===== config.mk =====
export PLATFORM = sky130hd
export DESIGN_NAME = cfg_guard_top
export DESIGN_NICKNAME = d
export VERILOG_FILES = /design/src/rtl/cfg_guard_pkg.sv /design/src/rtl/cfg_guard_ctl.sv /design/src/rtl/cfg_guard_dp.sv /design/src/rtl/cfg_guard_top.sv
export SDC_FILE = /design/constraint.sdc
export NUM_CORES = 1
export LEC_CHECK = 0
export BUFFER_PORTS_ARGS = -buffer_cell sky130_fd_sc_hd__buf_2
export CAP_MARGIN = 15
export CORE_MARGIN = 10
export CORE_UTILIZATION = 49
export DETAILED_ROUTE_END_ITERATION = 8
export PLACE_DENSITY = 0.78
export SLEW_MARGIN = 20
export SYNTH_ARGS = -nofsm -noshare
export SYNTH_HDL_FRONTEND = slang
export SYNTH_SLANG_ARGS = --single-unit
export TNS_END_PERCENT = 50

===== constraint.sdc =====
create_clock -name clk -period 2 [get_ports clk]
set_input_delay 0.1 -clock clk [delete_from_list [all_inputs] [get_ports clk]]
set_output_delay 0.1 -clock clk [all_outputs]
set_load 0.02 [all_outputs]

===== src/rtl/cfg_guard_pkg.sv =====
package cfg_guard_pkg;
  localparam int ADDR_W = 6;
  localparam int DATA_W = 8;
  localparam int NUM_GUARDED = 4;

  // index 0: clock select, 1: prescaler, 2: watchdog control, 3: core control
  localparam logic [NUM_GUARDED-1:0][ADDR_W-1:0] GUARD_ADDR =
    {6'h3A, 6'h31, 6'h37, 6'h36};
  // set bit = write requires an open window
  localparam logic [NUM_GUARDED-1:0][DATA_W-1:0] GUARD_MASK =
    {8'h10, 8'h1F, 8'hFF, 8'hFF};

  typedef struct packed {
    logic                   winOpen;
    logic [NUM_GUARDED-1:0] regSel;
  } guardStrobe_t;
endpackage


===== src/rtl/cfg_guard_ctl.sv =====
module cfg_guard_ctl
  import cfg_guard_pkg::*;
#(
  parameter int              WINDOW_CYCLES = 4,
  parameter logic [7:0]      UNLOCK_KEY    = 8'hD8,
  parameter logic [5:0]      LOCK_ADDR     = 6'h3C
) (
  input  logic              clk,
  input  logic              rstN,
  input  logic [ADDR_W-1:0] ioAddr,
  input  logic [DATA_W-1:0] ioWdata,
  input  logic              ioWe,
  input  logic              instRetire,
  output guardStrobe_t      strobe
);
  localparam int CNT_W = $clog2(WINDOW_CYCLES + 1);
  localparam logic [CNT_W-1:0] CNT_LOAD = CNT_W'(WINDOW_CYCLES);

  logic [CNT_W-1:0] winCnt;
  logic             keyHit;

  assign keyHit = ioWe && (ioAddr == LOCK_ADDR) && (ioWdata == UNLOCK_KEY);

  always_ff @(posedge clk or negedge rstN) begin
    if (!rstN)
      winCnt <= '0;
    else if (keyHit)
      winCnt <= CNT_LOAD;
    else if (instRetire && (winCnt != '0))
      winCnt <= winCnt - 1'b1;
  end

  assign strobe.winOpen = (winCnt != '0);

  for (genvar i = 0; i < NUM_GUARDED; i++) begin : g_sel
    assign strobe.regSel[i] = ioWe && (ioAddr == GUARD_ADDR[i]);
  end
endmodule


===== src/rtl/cfg_guard_dp.sv =====
module cfg_guard_dp
  import cfg_guard_pkg::*;
#(
  parameter logic [5:0] LOCK_ADDR = 6'h3C
) (
  input  logic                               clk,
  input  logic                               rstN,
  input  guardStrobe_t                       strobe,
  input  logic [ADDR_W-1:0]                  ioAddr,
  input  logic [DATA_W-1:0]                  ioWdata,
  output logic [NUM_GUARDED-1:0][DATA_W-1:0] regQ,
  output logic [DATA_W-1:0]                  ioRdata
);
  for (genvar i = 0; i < NUM_GUARDED; i++) begin : g_reg
    logic [DATA_W-1:0] nextVal;
    assign nextVal = strobe.winOpen ? ioWdata
                   : ((ioWdata & ~GUARD_MASK[i]) | (regQ[i] & GUARD_MASK[i]));
    always_ff @(posedge clk or negedge rstN) begin
      if (!rstN)
        regQ[i] <= '0;
      else if (strobe.regSel[i])
        regQ[i] <= nextVal;
    end
  end

  always_comb begin
    ioRdata = '0;
    if (ioAddr == LOCK_ADDR)
      ioRdata = {{(DATA_W-1){1'b0}}, strobe.winOpen};
    for (int i = 0; i < NUM_GUARDED; i++)
      if (ioAddr == GUARD_ADDR[i])
        ioRdata = regQ[i];
  end
endmodule


===== src/rtl/cfg_guard_top.sv =====
module cfg_guard_top
  import cfg_guard_pkg::*;
#(
  parameter int         WINDOW_CYCLES = 4,
  parameter logic [7:0] UNLOCK_KEY    = 8'hD8,
  parameter logic [5:0] LOCK_ADDR     = 6'h3C
) (
  input  logic       clk,
  input  logic       rstN,
  input  logic [5:0] ioAddr,
  input  logic [7:0] ioWdata,
  input  logic       ioWe,
  output logic [7:0] ioRdata,
  input  logic       instRetire,
  output logic       irqInhibit,
  output logic [7:0] clkSelQ,
  output logic [7:0] clkDivQ,
  output logic [7:0] wdogCtlQ,
  output logic [7:0] coreCtlQ
);
  guardStrobe_t                       strobe;
  logic [NUM_GUARDED-1:0][DATA_W-1:0] regQ;

  cfg_guard_ctl #(
    .WINDOW_CYCLES(WINDOW_CYCLES),
    .UNLOCK_KEY   (UNLOCK_KEY),
    .LOCK_ADDR    (LOCK_ADDR)
  ) u_ctl (
    .clk       (clk),
    .rstN      (rstN),
    .ioAddr    (ioAddr),
    .ioWdata   (ioWdata),
    .ioWe      (ioWe),
    .instRetire(instRetire),
    .strobe    (strobe)
  );

  cfg_guard_dp #(
    .LOCK_ADDR(LOCK_ADDR)
  ) u_dp (
    .clk    (clk),
    .rstN   (rstN),
    .strobe (strobe),
    .ioAddr (ioAddr),
    .ioWdata(ioWdata),
    .regQ   (regQ),
    .ioRdata(ioRdata)
  );

  assign irqInhibit = strobe.winOpen;
  assign clkSelQ    = regQ[0];
  assign clkDivQ    = regQ[1];
  assign wdogCtlQ   = regQ[2];
  assign coreCtlQ   = regQ[3];
endmodule


**Word level (Yosys, flattened, before mapping)**

Index checks and enable logic that the tools add are counted.
Widths: inputs -> output; s select.

- Bitwise operators: 2
- Multiplexer cells: 9
- Equality and inequality tests: 6
- Reduce and logical (&&, ||, !) cells: 11
- $add $sub $neg: 1

Operators by type and width:

| cell | count |
|---|---|
| $mux 8 | 6 |
| $eq 6x6->1 const B | 5 |
| $or 8x5->8 | 2 |
| $eq 8x8->1 const B | 1 |
| $logic_and 1x1->1 | 7 |
| $mux 3 | 2 |
| $reduce_and 2->1 | 2 |
| $reduce_bool 3->1 | 1 |
| $sub 3x1->3 const B | 1 |
| $reduce_bool 2->1 | 1 |
| $mux 1 | 1 |

- Input bits: 18
- Bits in registers: 35
- Output and inout port bits: 41
- Word-level logic and storage cells: 34

**Depth between registers and ports, before layout**

- Depth in word-level cells: 6
- Mapped depth: 7
- Gate-level depth less buffers: 6

**Cells and area by module**

Synthesis repeated with hierarchy kept, for this count alone.

- Cell total of the unflattened synthesis: 154
- Area total of the unflattened synthesis: 1,856.8 um^2

Modules (own cells, without submodules):

| module | instances | sequential area each (um^2) | cells each | area an instance (um^2) |
|---|---|---|---|---|
| cfg_guard_dp | 1 | 800.8 | 125 | 1,580.3 |
| cfg_guard_ctl | 1 | 75.1 | 29 | 276.5 |

**Least setup slack after synthesis**

Ideal clock, no wire load.

- Kind: reg2reg
- From: register u_ctl.winCnt[0]
- To: register u_dp.regQ[0] in the netlist's numbering
- Stages on the path, launching flop included: 8
- Arrival: 1.503 ns
- Path buffers: 2
- Library setup time: 0.125 ns
- Slack: 0.372 ns
- Data required time: 1.875 ns
- Period minus slack after synthesis: 1.628 ns
- Cells stage by stage: dfrtp_1 > inv_1 > ha_1 > nand2b_1 > buf_2 > and4b_1 > buf_6 > mux2_2

- Cells in the longest elaborated chain, start to end: 2

RTL lines:

| item | line | text |
|---|---|---|
| from (decl) | cfg_guard_ctl.sv:19 | `logic [CNT_W-1:0] winCnt;` |
| from (signal assigned) | cfg_guard_ctl.sv:30 | `winCnt <= winCnt - 1'b1;` |
| $reduce_bool 3->1 | cfg_guard_ctl.sv:33 | `assign strobe.winOpen = (winCnt != '0);` |
| via irqInhibit | cfg_guard_top.sv:15 | `output logic irqInhibit,` |
| $reduce_and 2->1 (no source line) | n/a |  |
| to (signal, indexed assignment) | cfg_guard_dp.sv:22 | `regQ[i] <= nextVal;` |
| to (decl) | cfg_guard_dp.sv:11 | `output logic [NUM_GUARDED-1:0][DATA_W-1:0] regQ,` |

The timed path passes the listed nets, and every way through them passes these cells.
A chain may end at the register's enable or synchronous reset.

**Final worst setup path**

- From: register u_ctl.winCnt[0]
- To: output port ioRdata[0]

- Cells in the longest elaborated chain, start to end: 6

RTL lines:

| item | line | text |
|---|---|---|
| $reduce_bool 3->1 | cfg_guard_ctl.sv:33 |  |
| $mux 1 | cfg_guard_dp.sv:28 | `if (ioAddr == LOCK_ADDR)` |
| $mux 8 (4 in series) | cfg_guard_dp.sv:31 | `if (ioAddr == GUARD_ADDR[i])` |
| to (decl) | cfg_guard_top.sv:13 | `output logic [7:0] ioRdata,` |

No other way between the ends.

==> impl_table.tex <==
\begin{tabular}{lr}
\hline
Metric & Value \\
\hline
\multicolumn{2}{l}{\textbf{Run status}} \\
Run status & finished, final reports clean \\
\multicolumn{2}{l}{\textbf{Finish}} \\
Fraction of final layout cells sized beyond drive strength 1 & 59.7\% \\
Commonest non-fill, non-tap cell in the layout & buf\_2 \\
Total number of nets in the final design & 225 \\
Fillers & 285 \\
N\_diodes & 0 \\
Area Growth Syn to Fin & 26.8\% \\
Commonest cells after routing, fill and taps aside & buf\_2 (58), mux2\_2 (40), dfrtp\_1 (35) \\
Finished Layout Cells & 252 \\
Final Core Density & 65.3\% \\
\multicolumn{2}{l}{\textbf{Worst setup path}} \\
Critical-path maximum fanout & 7 \\
Worst EP arrival & 1.80 ns \\
Largest stage delay on the critical path & 0.38 ns \\
Required @ worst endpoint & between 1.5 and 2 ns \\
Critical Path Sink Type & primary output \\
Cell family contributing the most delay on the critical path & buffers and inverters \\
Highest-delay cell along the critical path & dfrtp\_1 \\
Flop2flop setup slack & 0.25 ns \\
Kind of start point of the critical path & register \\
CP cell instances & inv\_1, ha\_2, nand2b\_4, buf\_4, a221oi\_2, o21ai\_0, buf\_2 \\
Critical path type & reg -> out \\
Number of buffers and inverters on the critical path & 3 \\
\multicolumn{2}{l}{\textbf{Place}} \\
PortBufs & between 50 and 60 \\
DP Wirelength & around 3600 µm \\
Placed Cells & 243 \\
Setup WS pre-CTS & 0.142 ns \\
Gpl congestion & 0.751 \\
\multicolumn{2}{l}{\textbf{Timing}} \\
Timing-limited maximum frequency & 528 MHz \\
Share of the clock period used by the worst path & 94.8\% \\
Worst-case clock skew & 0.00890 ns \\
Pins Over Slew Limit & 0 \\
Setup slack of the critical path after layout & 0.105 ns \\
Unrepaired setup endpoints after global routing & false \\
Post-route setup TNS & 0 ns \\
Tightest Pin Transition & 0.780 ns \\
Finish-stage setup viols & 0 \\
Final Hold Viols & 0 \\
Post-route minimum period & 1.90 ns \\
Slew margin rel. & 48.0\% \\
\multicolumn{2}{l}{\textbf{Yosys}} \\
Number of flops mapped to enable cells by yosys & 0 \\
Area share of fa/ha/maj cells after synthesis & 1.45\% \\
Number of warning messages in the yosys log & 0 \\
Multiplexer fraction of the synthesized cell area & 26.0\% \\
Post-synthesis async set-or-reset flop share & 100\% \\
Mean cell area of the mapped netlist & $\sim$12 µm² \\
Basic-gate share of the synthesized area counting and, or, nand and nor cells & roughly an eighth \\
Number of nets produced by synthesis & 159 \\
Cell Area, Synth & 1730 µm² \\
Most frequently used flop master after synthesis & dfrtp\_1 \\
Portion of the post-synthesis area used by sequential elements & 50.6\% \\
Synth Instances & 139 \\
Main combinational cell family by area after synthesis & multiplexers \\
Xor-xnor portion of the synthesized cell area & less than 1\% \\
FF+latch count, synth & 35 \\
Compound-Gate Fraction of Synth Area & 5.85\% \\
Library cells used by synthesis & 31 \\
\multicolumn{2}{l}{\textbf{Pwr}} \\
Internal power consumption & 1.32 mW \\
Power share of the sequential group & 46.4\% \\
Combinational cell fraction of total power & about a third \\
Clock group share of total power & 22.1\% \\
Proportion of total power due to net switching & 34.5\% \\
Pwr Density & 920 nW/µm² \\
Leakage power total & 1.18 nW \\
Net load switching power & 0.697 mW \\
Worst vdd ir & 0.716 mV \\
\multicolumn{2}{l}{\textbf{GRT}} \\
Maximum number of pins on one net before global-route repair & 36 \\
GRT Total Usage & roughly 15\% \\
GRT overflow & 0 \\
Global-route wire length before repair & 7510 µm \\
Initial antenna violation count & 0 \\
Number of global-route vias before repair & 1487 \\
\multicolumn{2}{l}{\textbf{Flow run}} \\
Maxcap violations & 0 \\
\multicolumn{2}{l}{\textbf{Clock network}} \\
Cts bufs inserted & 5 \\
\# clock sinks & 35 \\
Root buf cell & clkbuf\_4 \\
H-tree depth reported by CTS & 2 \\
TritonCTS clock tree & yes \\
Post-CTS repair timing setup buffer count & 0 \\
Clock Latency Late Sink & 0.34 ns \\
Maximum clock insertion buffer count & 2 \\
Clock transition time at the flip-flop clock pins of the worst setup and hold paths & 0.11 ns \\
\multicolumn{2}{l}{\textbf{Routing}} \\
Avg WL per Cell & $\sim$19 µm \\
Via density per instance & roughly 5.5 \\
Total via count in the routed design & 1378 \\
Residual DRC count & 0 \\
Initial DRT Pass Iterations & 4 \\
Final ANT Viol Nets & 0 \\
Routed WL & 4720 µm \\
Number of DRC markers in iteration 0 & 79 \\
\multicolumn{2}{l}{\textbf{Floorplan}} \\
Die ar. & 6310 µm² \\
Number of core rows & 21 \\
Initial core utilization & 51.5\% \\
Die boundary width & 79.4 µm \\
Core Footprint & roughly 3400 µm² \\
Boundary pin count & 59 \\
Die Y-Extent & 79.4 µm \\
\multicolumn{2}{l}{\textbf{Worst hold path}} \\
Tightest Hold Check Type & in -> reg \\
\hline
\end{tabular}
metal layers:
metal | vias to the layer above | share of wire (%) | wire length [µm] | global-route usage (%)
li1 | 646 | - | - | -
met1 | 682 | 43 | 2020 | 17.8
met2 | 43 | 49 | 2320 | 25.2
met3 | 7 | 6.6 | 314 | 5.74
met4 | 0 | 1.4 | 68 | 4.30
met5 | - | 0 | 0 | 0
final timing paths:
kind,from,endpoint,cells past startpoint
setup reg to reg,u_ctl.winCnt[1],u_dp.regQ[0],5
setup / recovery,u_ctl.winCnt[0],ioRdata[0],7
min in group asynchronous,rstN,u_dp.regQ[26],2
hold / removal,instRetire,u_ctl.winCnt[1],2
max in group asynchronous,rstN,u_dp.regQ[15],2
hold reg to reg,u_dp.regQ[30],u_dp.regQ[30],1
kinds of logic (layout without fill, tap and decap cells):
group / count (synthesis) / in the layout
multiplexers: 40 / 40
XOR/XNOR: 1 / 1
AO/OA/AOI/OAI: 13 / 13
buffers and inverters: 8 / 75
AND/OR/NAND/NOR: 40 / 40
flip-flops: 35 / 35
adder cells (fa/ha/maj): 2 / 2
cell type report:
type / count / area [µm²] / area share [%]
flip-flops and latches: 35 / 876 / 39.9
multi-input cells: 96 / 837 / 38.1
repair buffers: 65 / 345 / 15.7
clock buffers: 7 / 65.1 / 2.96
well taps: 46 / 57.6 / 2.62
clock inverters: 1 / 7.51 / 0.342
inverters: 2 / 7.51 / 0.342
Yosys cell counts, types with 2 or more instances:
| cell type | instances | area (µm²) |
|---|---|---|
| a221oi_1 | 8 | 70.1 |
| a31oi_1 | 2 | 12.5 |
| buf_2 | 3 | 15.0 |
| clkbuf_1 | 2 | 7.51 |
| dfrtp_1 | 35 | 876 |
| ha_1 | 2 | 25.0 |
| inv_1 | 2 | 7.51 |
| mux2_2 | 40 | 450 |
| nand2_1 | 4 | 15.0 |
| nand3_1 | 4 | 20.0 |
| nor2_1 | 16 | 60.1 |
| nor3_1 | 2 | 10.0 |
power groups by stage:
stage                     Sequential [mW]  Clock, mW  Combinational, mW
final                               0.937      0.447              0.636
after global routing                0.958      0.485              0.688
after CTS                           0.937      0.457              0.641
after detailed placement            0.951          0              0.618
after global placement              0.938          0              0.593
after floorplan                      1.06          0              0.262
stage by stage:
| step | instance area (µm²) | total power [mW] | hold slack [ns] |
|---|---|---|---|
| floorplan | 1730 | 1.32 | -0.196 |
| global placement | 2100 | 1.53 | 0.205 |
| detailed placement | 2100 | 1.57 | 0.221 |
| CTS | 2190 | 2.04 | 0.0105 |
| global route | 2200 | 2.13 | 0.0101 |
| finish | 2200 | 2.02 | 0.0134 |
sequential cells by signal, indices dropped and copies added (netlist names):
signal        count
u_ctl.winCnt      3
u_dp.regQ        32
repair_timing:
item                                    CTS  global route
hold buffers                              1             0
endpoints found under the setup margin    1             1
gates resized for setup                   1             2
hold endpoints to repair                 35             0
No activity file was read; power rests on OpenSTA's default activity.
